<file path="config.mk">
export PLATFORM = sky130hd
export DESIGN_NAME = wprot_guard
export DESIGN_NICKNAME = d
export VERILOG_FILES = /design/src/rtl/wprot_pkg.sv /design/src/rtl/wprot_regs.sv /design/src/rtl/wprot_seg_match.sv /design/src/rtl/wprot_decide.sv /design/src/rtl/wprot_guard.sv
export SDC_FILE = /design/constraint.sdc
export NUM_CORES = 1
export LEC_CHECK = 0
export ABC_AREA = 1
export BUFFER_PORTS_ARGS = -buffer_cell sky130_fd_sc_hd__buf_2
export CAP_MARGIN = 25
export CORE_MARGIN = 3
export CORE_UTILIZATION = 25
export DETAILED_ROUTE_END_ITERATION = 6
export PLACE_DENSITY_LB_ADDON = 0.1
export REMOVE_ABC_BUFFERS = 1
export SLEW_MARGIN = 20
export SYNTH_ARGS = -nofsm -noshare
export SYNTH_HDL_FRONTEND = slang
export SYNTH_SLANG_ARGS = --single-unit
</file>
<file path="constraint.sdc">
create_clock -name clk -period 2.3 [get_ports clk]
set_clock_uncertainty 0.1 [all_clocks]
set_input_delay 0.345 -clock clk [delete_from_list [all_inputs] [get_ports clk]]
set_output_delay 0.345 -clock clk [all_outputs]
set_load 0.02 [all_outputs]
</file>
<file path="src/rtl/wprot_pkg.sv">
package wprot_pkg;
  // access size codes seen on the request port
  typedef enum logic [1:0] {
    SZ_BYTE  = 2'd0,
    SZ_HALF  = 2'd1,
    SZ_WORD  = 2'd2,
    SZ_DWORD = 2'd3
  } acc_size_e;

  // privilege classes that index the per-segment enable field
  localparam int PRIV_USER  = 0;
  localparam int PRIV_SUPER = 1;
  localparam int PRIV_CLASSES = 2;
endpackage

</file>
<file path="src/rtl/wprot_regs.sv">
module wprot_regs #(
  parameter int NUM_SEG = 2,
  parameter int SEG_W   = 23,
  parameter int EN_W    = 2,
  parameter int DATA_W  = 32,
  parameter int SEL_W   = 2
) (
  input  logic                             clk,
  input  logic                             rst,
  input  logic                             cfg_wr,
  input  logic [SEL_W-1:0]                 cfg_sel,
  input  logic [DATA_W-1:0]                cfg_wdata,
  input  logic [SEL_W-1:0]                 cfg_rsel,
  output logic [NUM_SEG-1:0][SEG_W-1:0]    seg_start,
  output logic [NUM_SEG-1:0][SEG_W-1:0]    seg_stop,
  output logic [NUM_SEG-1:0][EN_W-1:0]     seg_en,
  output logic [DATA_W-1:0]                cfg_rdata,
  output logic                             cfg_err
);
  localparam int START_TOP = SEG_W + EN_W;

  for (genvar g = 0; g < NUM_SEG; g++) begin : g_seg
    logic wr_start, wr_stop;
    assign wr_start = cfg_wr && (cfg_sel == SEL_W'(2 * g));
    assign wr_stop  = cfg_wr && (cfg_sel == SEL_W'(2 * g + 1));

    always_ff @(posedge clk) begin
      if (rst) begin
        seg_start[g] <= '0;
        seg_en[g]    <= '0;
        seg_stop[g]  <= '0;
      end else begin
        if (wr_start) begin
          seg_start[g] <= cfg_wdata[SEG_W-1:0];
          seg_en[g]    <= cfg_wdata[START_TOP-1:SEG_W];
        end
        if (wr_stop) begin
          seg_stop[g] <= cfg_wdata[SEG_W-1:0];
        end
      end
    end
  end

  // undefined bits differ for start (enable field present) and end registers
  logic illegal_bits;
  always_comb begin
    if (cfg_sel[0]) illegal_bits = |cfg_wdata[DATA_W-1:SEG_W];
    else            illegal_bits = |cfg_wdata[DATA_W-1:START_TOP];
  end

  logic [DATA_W-1:0] rd_next;
  always_comb begin
    rd_next = '0;
    for (int i = 0; i < NUM_SEG; i++) begin
      if (cfg_rsel == SEL_W'(2 * i))
        rd_next[START_TOP-1:0] = {seg_en[i], seg_start[i]};
      else if (cfg_rsel == SEL_W'(2 * i + 1))
        rd_next[SEG_W-1:0] = seg_stop[i];
    end
  end

  always_ff @(posedge clk) begin
    if (rst) begin
      cfg_err   <= 1'b0;
      cfg_rdata <= '0;
    end else begin
      cfg_err   <= cfg_wr && illegal_bits;
      cfg_rdata <= rd_next;
    end
  end

  // illegal start bits raise the error pulse
  a_r3_start_err: assert property (@(posedge clk) disable iff (rst)
    cfg_wr && !cfg_sel[0] && (|cfg_wdata[DATA_W-1:START_TOP]) |=> cfg_err);
  // illegal end bits raise the error pulse
  a_r3_stop_err: assert property (@(posedge clk) disable iff (rst)
    cfg_wr && cfg_sel[0] && (|cfg_wdata[DATA_W-1:SEG_W]) |=> cfg_err);
  // no write, no error
  a_r3_quiet: assert property (@(posedge clk) disable iff (rst)
    !cfg_wr |=> !cfg_err);
  // reset clears every field
  a_r1_reset_clear: assert property (@(posedge clk)
    rst |=> (seg_start == '0 && seg_stop == '0 && seg_en == '0));
endmodule

</file>
<file path="src/rtl/wprot_seg_match.sv">
module wprot_seg_match #(
  parameter int SEG_W = 23,
  parameter int EN_W  = 2
) (
  input  logic [SEG_W-1:0] waddr,
  input  logic             dword,
  input  logic             super_acc,
  input  logic [SEG_W-1:0] seg_start,
  input  logic [SEG_W-1:0] seg_stop,
  input  logic [EN_W-1:0]  seg_en,
  output logic             hit,
  output logic             armed
);
  logic [SEG_W-1:0] upper;
  logic             class_on;

  // a doubleword must also fit its odd word below the end
  assign upper    = waddr | SEG_W'(dword);
  assign class_on = seg_en[super_acc];
  assign armed    = |seg_en;
  assign hit      = class_on && (waddr >= seg_start) && (upper < seg_stop);
endmodule

</file>
<file path="src/rtl/wprot_decide.sv">
module wprot_decide #(
  parameter int          NUM_SEG   = 2,
  parameter int          CODE_W    = 4,
  parameter logic [3:0]  PROT_CODE = 4'd4
) (
  input  logic               clk,
  input  logic               rst,
  input  logic               req_valid,
  input  logic               blk_mode,
  input  logic [NUM_SEG-1:0] hits,
  input  logic [NUM_SEG-1:0] armed,
  output logic               resp_valid,
  output logic               resp_allow,
  output logic               fault_stb,
  output logic [CODE_W-1:0]  fault_code,
  output logic               fault_wr
);
  logic any_hit, any_armed, deny;

  assign any_hit   = |hits;
  assign any_armed = |armed;
  assign deny      = any_armed && (blk_mode ? any_hit : !any_hit);

  always_ff @(posedge clk) begin
    if (rst) begin
      resp_valid <= 1'b0;
      resp_allow <= 1'b0;
      fault_stb  <= 1'b0;
      fault_code <= '0;
      fault_wr   <= 1'b0;
    end else begin
      resp_valid <= req_valid;
      resp_allow <= req_valid && !deny;
      fault_stb  <= req_valid && deny;
      fault_code <= (req_valid && deny) ? CODE_W'(PROT_CODE) : '0;
      fault_wr   <= req_valid && deny;
    end
  end

  // a fault only accompanies a valid denial with the protection code
  a_r10_fault_is_deny: assert property (@(posedge clk) disable iff (rst)
    fault_stb |-> (resp_valid && !resp_allow && fault_wr && fault_code == CODE_W'(PROT_CODE)));
  // nothing armed means the write passes
  a_r9_bypass: assert property (@(posedge clk) disable iff (rst)
    req_valid && !any_armed |=> resp_allow);
  // block mode denies a hit
  a_r7_block_hit: assert property (@(posedge clk) disable iff (rst)
    req_valid && blk_mode && any_hit |=> !resp_allow);
  // allow-only mode denies a miss when armed
  a_r8_miss_denied: assert property (@(posedge clk) disable iff (rst)
    req_valid && !blk_mode && any_armed && !any_hit |=> (!resp_allow && fault_stb));
endmodule

</file>
<file path="src/rtl/wprot_guard.sv">
module wprot_guard #(
  parameter int         NUM_SEG   = 2,
  parameter int         SEG_W     = 23,
  parameter int         EN_W      = 2,
  parameter int         DATA_W    = 32,
  parameter int         ADDR_W    = 32,
  parameter int         WA_LO     = 2,
  parameter int         WA_HI     = 22,
  parameter int         CODE_W    = 4,
  parameter logic [3:0] PROT_CODE = 4'd4,
  parameter int         SEL_W     = $clog2(2 * NUM_SEG)
) (
  input  logic              clk,
  input  logic              rst,
  input  logic              cfg_wr,
  input  logic [SEL_W-1:0]  cfg_sel,
  input  logic [DATA_W-1:0] cfg_wdata,
  input  logic [SEL_W-1:0]  cfg_rsel,
  output logic [DATA_W-1:0] cfg_rdata,
  output logic              cfg_err,
  input  logic              blk_mode,
  input  logic              req_valid,
  input  logic [ADDR_W-1:0] req_addr,
  input  logic [1:0]        req_size,
  input  logic              req_super,
  output logic              resp_valid,
  output logic              resp_allow,
  output logic              fault_stb,
  output logic [CODE_W-1:0] fault_code,
  output logic              fault_wr
);
  import wprot_pkg::*;

  localparam int WA_W = WA_HI - WA_LO + 1;

  logic [NUM_SEG-1:0][SEG_W-1:0] seg_start, seg_stop;
  logic [NUM_SEG-1:0][EN_W-1:0]  seg_en;
  logic [NUM_SEG-1:0]            hits, armed;
  logic [SEG_W-1:0]              waddr;
  logic                          dword;

  assign waddr = SEG_W'(req_addr[WA_HI:WA_LO]);
  assign dword = (req_size == SZ_DWORD);

  wprot_regs #(
    .NUM_SEG(NUM_SEG), .SEG_W(SEG_W), .EN_W(EN_W),
    .DATA_W(DATA_W), .SEL_W(SEL_W)
  ) i_regs (
    .clk(clk), .rst(rst),
    .cfg_wr(cfg_wr), .cfg_sel(cfg_sel), .cfg_wdata(cfg_wdata),
    .cfg_rsel(cfg_rsel),
    .seg_start(seg_start), .seg_stop(seg_stop), .seg_en(seg_en),
    .cfg_rdata(cfg_rdata), .cfg_err(cfg_err)
  );

  for (genvar g = 0; g < NUM_SEG; g++) begin : g_match
    wprot_seg_match #(.SEG_W(SEG_W), .EN_W(EN_W)) i_match (
      .waddr(waddr), .dword(dword), .super_acc(req_super),
      .seg_start(seg_start[g]), .seg_stop(seg_stop[g]), .seg_en(seg_en[g]),
      .hit(hits[g]), .armed(armed[g])
    );
  end

  wprot_decide #(
    .NUM_SEG(NUM_SEG), .CODE_W(CODE_W), .PROT_CODE(PROT_CODE)
  ) i_decide (
    .clk(clk), .rst(rst),
    .req_valid(req_valid), .blk_mode(blk_mode),
    .hits(hits), .armed(armed),
    .resp_valid(resp_valid), .resp_allow(resp_allow),
    .fault_stb(fault_stb), .fault_code(fault_code), .fault_wr(fault_wr)
  );

  // an answer always follows a request by one cycle
  a_r10_latency: assert property (@(posedge clk) disable iff (rst)
    req_valid |=> resp_valid);
  // no request, no answer and no fault
  a_r10_idle: assert property (@(posedge clk) disable iff (rst)
    !req_valid |=> (!resp_valid && !fault_stb));
  // the width of the compared address fits inside a segment register
  initial a_r5_width: assert (WA_W <= SEG_W);
endmodule

</file>
---- After elaboration in Yosys (flattened, before gate mapping) ----
Cells that the tools add are included.
word-level totals
  register bits ........................... 136
  input bits .............................. 76
  output and inout bits ................... 41
  word-level logic and storage cells ...... 59
cells by class
  magnitude comparators ................... 5
  equality and inequality tests ........... 7
  multiplexer cells ....................... 13
  bitwise operators ....................... 1
  reductions and logical operators ........ 20
operators by type and width
  cell                                                  count
  2-to-1 mux 23 bit                                     4
  >= comparator 21 x 23 -> 1 bit                        2
  < comparator 23 bit                                   2
  OR 21 x 1 -> 21 bit                                   1
  logical AND 1 bit                                     12
  equality test 2 bit (second input constant)           5
  OR reduction 9 bit                                    1
  OR reduction 7 bit                                    1
  2-to-1 mux 1 bit                                      6
  equality test 2 x 1 -> 1 bit (second input constant)  2
  zero test 2 bit                                       2
  2-to-1 mux 2 bit                                      2
  OR reduction 4 bit                                    1
  2-to-1 mux 3 bit                                      1
  zero test 1 bit                                       2
  < comparator 1 x 2 -> 1 bit (second input constant)   1
  OR reduction 2 bit                                    1

---- Longest topological paths before layout ----
  word-level depth ........................ 10
  depth in mapped cells ................... 16
  gate-level depth less buffers ........... 16

---- Modules after synthesis ----
From an unflattened synthesis, not the netlist that was laid out.
unflattened totals
  cells, all modules ...................... 1,140
  area total of the unflattened synthesis .. 7,756.2 µm²
by module, submodules not included
  module           instances  cells each  area each (µm²)  sequential area each (µm²)
  wprot_regs       1          661         4,969.8          2,442.3
  wprot_seg_match  2          228         1,308.8          0.0
  wprot_decide     1          20          157.7            60.1
  wprot_guard      1          3           11.3             0.0

---- Least setup slack after synthesis ----
No wires, ideal clock.
  kind .................................... input -> register
  start ................................... in req_addr[20]
  end ..................................... reg i_decide.resp_allow
  arrival time ............................ 1.470 ns
  data required time ...................... 2.091 ns
  setup slack ............................. 0.622 ns
  stages .................................. 10
  path buffers ............................ 0
  cell sequence ........................... ha_1 -> a21o_1 -> o21ai_1 -> nand2_1 -> nor2_1 -> nand3_4 -> nand3_1 -> nand3_2 -> nand2_1 -> inv_1
on the way
  word-level cells in the longest chain between the ends .. 9
ends and longest elaborated chain
  element                                                                RTL line                                      source
  start, declared                                                        wprot_guard.sv:23                             input logic [ADDR_W-1:0] req_addr,
  OR 21 x 1 -> 21 bit or >= comparator 21 x 23 -> 1 bit (tied branches)  wprot_seg_match.sv:18, wprot_seg_match.sv:21
  < comparator 23 bit or logical AND 1 bit (tied branches)               wprot_seg_match.sv:21                         assign hit = class_on && (waddr >= seg_start) && (upper < seg_stop);
  logical AND 1 bit                                                      wprot_seg_match.sv:21
  OR reduction 2 bit *                                                   wprot_decide.sv:20                            assign any_hit = |hits;
  zero test 1 bit                                                        wprot_decide.sv:22                            assign deny = any_armed && (blk_mode ? any_hit : !any_hit);
  2-to-1 mux 1 bit *                                                     wprot_decide.sv:22
  logical AND 1 bit *                                                    wprot_decide.sv:22
  zero test 1 bit *                                                      wprot_decide.sv:33                            resp_allow <= req_valid && !deny;
  logical AND 1 bit *                                                    wprot_decide.sv:33
  end signal, assigned                                                   wprot_decide.sv:33
  end, declared                                                          wprot_decide.sv:13                            output logic resp_allow,
Mark *: on every way between the ends. The rest lies on a longest branch, timed or not.
A chain may end at the register's enable or synchronous reset.

---- Final worst setup path ----
  start ................................... reg i_regs.seg_stop[37] (netlist name)
  end ..................................... reg i_decide.resp_allow
on the way
  word-level cells in the longest chain between the ends .. 8
ends and longest elaborated chain
  element                          RTL line               source
  start, declared                  wprot_regs.sv:15       output logic [NUM_SEG-1:0][SEG_W-1:0] seg_stop,
  start signal, assigned by index  wprot_regs.sv:38       seg_stop[g] <= cfg_wdata[SEG_W-1:0];
  < comparator 23 bit *            wprot_seg_match.sv:21
  logical AND 1 bit *              wprot_seg_match.sv:21
  OR reduction 2 bit *             wprot_decide.sv:20
  zero test 1 bit                  wprot_decide.sv:22
  2-to-1 mux 1 bit *               wprot_decide.sv:22
  logical AND 1 bit *              wprot_decide.sv:22
  zero test 1 bit *                wprot_decide.sv:33
  logical AND 1 bit *              wprot_decide.sv:33
Marks and branches as above.

==> metrics.md <==
| Metric | Value |
|---|---|
| Avg Synthesized Cell Area | `7.49 µm²` |
| Worst skew pair latency | `0.42 ns` |
| CTS Hold Bufs | `0` |
| Antenna Nets Post-Route | `0` |
| Synthesis-to-layout area growth | `21.9%` |
| N_diodes | `0` |
| Netlist cell types | `34` |
| Most common cell type on the critical path | `nand2_1` |
| Final setup fails | `0` |
| Synthesis Warnings | `0` |
| Tot Pwr | `6.16 mW` |
| Final period utilization | `0.867` |
| Worst VDD drop | `a little under 400 µV` |
| Worst Hold Launch | `req_valid` |
| Initial DRC Count | `roughly 280` |
| Ports | `around 120` |
| Placed Area | `approximately 7700 µm²` |
| DR vias/cell | `approximately 4.4` |
| Row count | `59` |
| Most numerous cell in the Yosys netlist | `a21oi_1` |
| Seq/Total Area, Yosys | `0.367` |
| Top_reg_cell synth | `dfxtp_1` |
| H-tree depth | `4` |
| Remaining DRCs | `0` |
| Clock sinks | `about 130` |
| HPWL Detailed | `approximately 16000 µm` |
| CP max stage delay | `0.32 ns` |
| Sw Share | `0.276` |
| Worst Path Required | `roughly 2.5 ns` |
| GRT overflow | `0` |
| Antenna violations before repair | `0` |
| Clk network pwr share | `0.471` |
| Internal power | `4.45 mW` |
| Gpl congestion | `between 0.7 and 0.8` |
| Reg-to-Reg Start | `i_regs.seg_stop[37]$_SDFFE_PP0P_` |
| Chip width | `approximately 170 µm` |
| Fin nets | `between 1000 and 1500` |
| Total Wirelength | `roughly 22000 µm` |
| Die area | `slightly below 30000 µm²` |
| Iteration count of the initial detailed-routing pass | `4` |
| Worst rel slew slack | `0.649` |
| Total of max-cap violations | `0` |
| Fin crit period | `~2 ns` |
| R2R Setup Slk | `0.31 ns` |
| Ys async rst share | `0` |
| Post-CTS sizing | `0` |
| R2R Path End | `i_decide.resp_allow$_SDFF_PP0_` |
| Top cell type's share of synthesized area | `0.367` |
| Final Cell Area | `~8300 µm²` |
| Synth Cell Area | `~6800 µm²` |
| Reg2Reg Depth | `14` |
| Via count | `between 6000 and 7000` |
| Worst Hold Path Cells | `3` |
| Worst Max-Slew Pin Slew | `roughly 0.53 ns` |
| Logic pwr share | `0.152` |
| Slew Limit Fails | `0` |
| DIE HEIGHT | `171 µm` |
| First-pass GRT wire length | `~34000 µm` |
| Final-report hold violation count | `0` |
| Worst setup SP type | `flop` |
| Share of cells above drive strength 1 | `0.164` |
| Psw | `1.70 mW` |
| Sequential fraction of design power | `0.377` |
| FILL cells | `2901` |
| CP Capture Type | `flop` |
| Static Leak | `about 3.7 nW` |
| WS Path Type | `reg -> reg` |
| GRT Total Usage | `0.153` |
| Dpl ws | `0.181 ns` |
| Crit path max fanout | `2` |
| Cell Chain, Critical Path | `inv_1 -> ha_1 -> nand2_1 -> nor2_1 -> buf_4 -> nand4_1 -> nor2_1 -> nand2_1 -> nand3_2 -> nand2_1 -> nand2_1 -> nand3_2 -> nand2_1 -> inv_1` |
| Setup TNS | `0 ns` |
| Post-route setup slack | `about 0.31 ns` |
| CTS tree | `done` |
| CTS Buf Count | `17` |
| Clk slew on worst S/H paths | `approximately 0.060 ns` |
| Number of synthesized register bits | `~130` |
| Status | `completed` |
| Commonest cells post-synth | `a21oi_1, nand2_1, inv_1` |
| Postcts setup bufs | `0` |
| Drt wl/cell | `16.2 µm` |
| PwrDens | `between 700 and 800 nW/µm²` |
| Syn Inst Count | `910` |
| Slowest-stage cell, CP | `dfxtp_1` |
| Post-synth EDFFs | `0` |
| Unrepaired setup endpoints after global routing | `false` |
| Vias in the first global route | `5788` |
| Dominant cells by area after synthesis | `dfxtp_1, ha_1, a21oi_1, nand2_1, inv_1` |
| Root Buffer | `clkbuf_16` |
| CP arrival | `approximately 2.2 ns` |
| Largest net degree at the start of global routing | `between 50 and 60` |
| CORE AREA | `between 20000 and 30000 µm²` |
| Clock Path Buffers | `2` |
| WHS Endpoint | `i_decide.resp_valid$_SDFF_PP0_` |
| Initial Util | `0.258` |
| Synth area leader | `dfxtp_1` |
| HP Class | `in -> reg` |
| Buffers on Ports | `95` |
| Max frequency | `501 MHz` |
-- layout make-up --
cell class                      instances  area, µm²  share of cell area
Clock buffer                           22        494              0.0595
Clock inverter                         10        135              0.0163
Inverter                              137        514              0.0619
Multi-Input combinational cell        608       3580               0.431
Sequential cell                       125       2500               0.301
Tap cell                              335        419              0.0505
Timing Repair Buffer                  116        658              0.0793
-- how the worst max path moves through the flow --
stage	cells past startpoint	endpoint	slack [ns]	start
2_1_floorplan	3	i_regs.seg_stop[23]$_SDFFE_PP0P_	0.57	cfg_wr
3_3_place_gp	11	i_decide.resp_allow$_SDFF_PP0_	0.19	req_addr[20]
3_5_place_dp	12	i_decide.resp_allow$_SDFF_PP0_	0.18	req_addr[18]
4_1_cts	11	i_decide.resp_allow$_SDFF_PP0_	0.32	i_regs.seg_stop[18]$_SDFFE_PP0P_
5_1_grt	16	i_decide.resp_allow$_SDFF_PP0_	0.11	i_regs.seg_start[41]$_SDFFE_PP0P_
6_report	14	i_decide.resp_allow$_SDFF_PP0_	0.31	i_regs.seg_stop[37]$_SDFFE_PP0P_
-- cells in the final DEF, fill, tap and decap left out, drive strengths merged --
cell type	n
o22ai	22
a221oi	10
nand3b	1
clkbuf	22
nand3	13
buf	116
o21a	3
inv	136
a211oi	2
and3	2
clkinv	4
ha	82
clkinvlp	4
nor4	1
nand4	6
o21ai	107
a311oi	1
a21boi	1
nor2	61
a21o	5
nor3	3
a21oi	142
bufinv	3
dfxtp	125
conb	10
nand2	135
o211ai	1
-- metal layers --
metal | up-vias | part of all wire | track usage
met2 | 94 | 0.44 | 0.237
met5 | - | 0 | 0
met4 | 0 | 0.0057 | 0.0315
met1 | 2698 | 0.52 | 0.223
met3 | 5 | 0.035 | 0.0284
li1 | 3217 | - | -
-- sequential cells by signal, summed over array words and instances (netlist names) --
signal and flops:
i_regs.seg_stop 46, i_decide.fault_code 1, i_regs.cfg_err 1, i_regs.seg_start 46, i_regs.cfg_rdata 25, i_regs.seg_en 4, i_decide.resp_allow 1, i_decide.resp_valid 1
-- power by group through the flow --
stage / Sequential (mW) / Clock, mW / Combinational (mW)
finish: 2.32 / 2.90 / 0.938
global route: 2.33 / 3.09 / 1.09
CTS: 2.32 / 2.98 / 0.957
detailed placement: 2.37 / 0 / 0.952
global placement: 2.37 / 0 / 0.949
floorplan: 2.38 / 0 / 0.546
-- kinds of logic after synthesis --
group / count (synthesis) / share of synthesized area
buffers and inverters: 186 / 0.113
DFF: 125 / 0.367
and+or+nand+nor: 222 / 0.136
other: 1 / 0.000550
AOI/OAI and AO/OA: 294 / 0.232
adders and majority gates: 82 / 0.151
-- metrics by stage --
step / util / instances / hold WS, ns
2_1_floorplan: - / 870 / 0.314
3_3_place_gp: 0.290 / 1321 / 0.361
3_5_place_dp: 0.290 / 1321 / 0.366
4_1_cts: 0.314 / 1353 / 0.0364
5_1_grt: 0.314 / 1353 / 0.0918
6_report: 0.314 / 1353 / 0.0618
-- worst max-delay path: cells and delay by family (launching register included) --
family | cells | cell delay [ns]
buffers and inverters | 3 | 0.26
and+or+nand+nor | 10 | 0.93
adders and majority gates | 1 | 0.29
DFF | 1 | 0.32
Power figures use the tool's default switching activity.
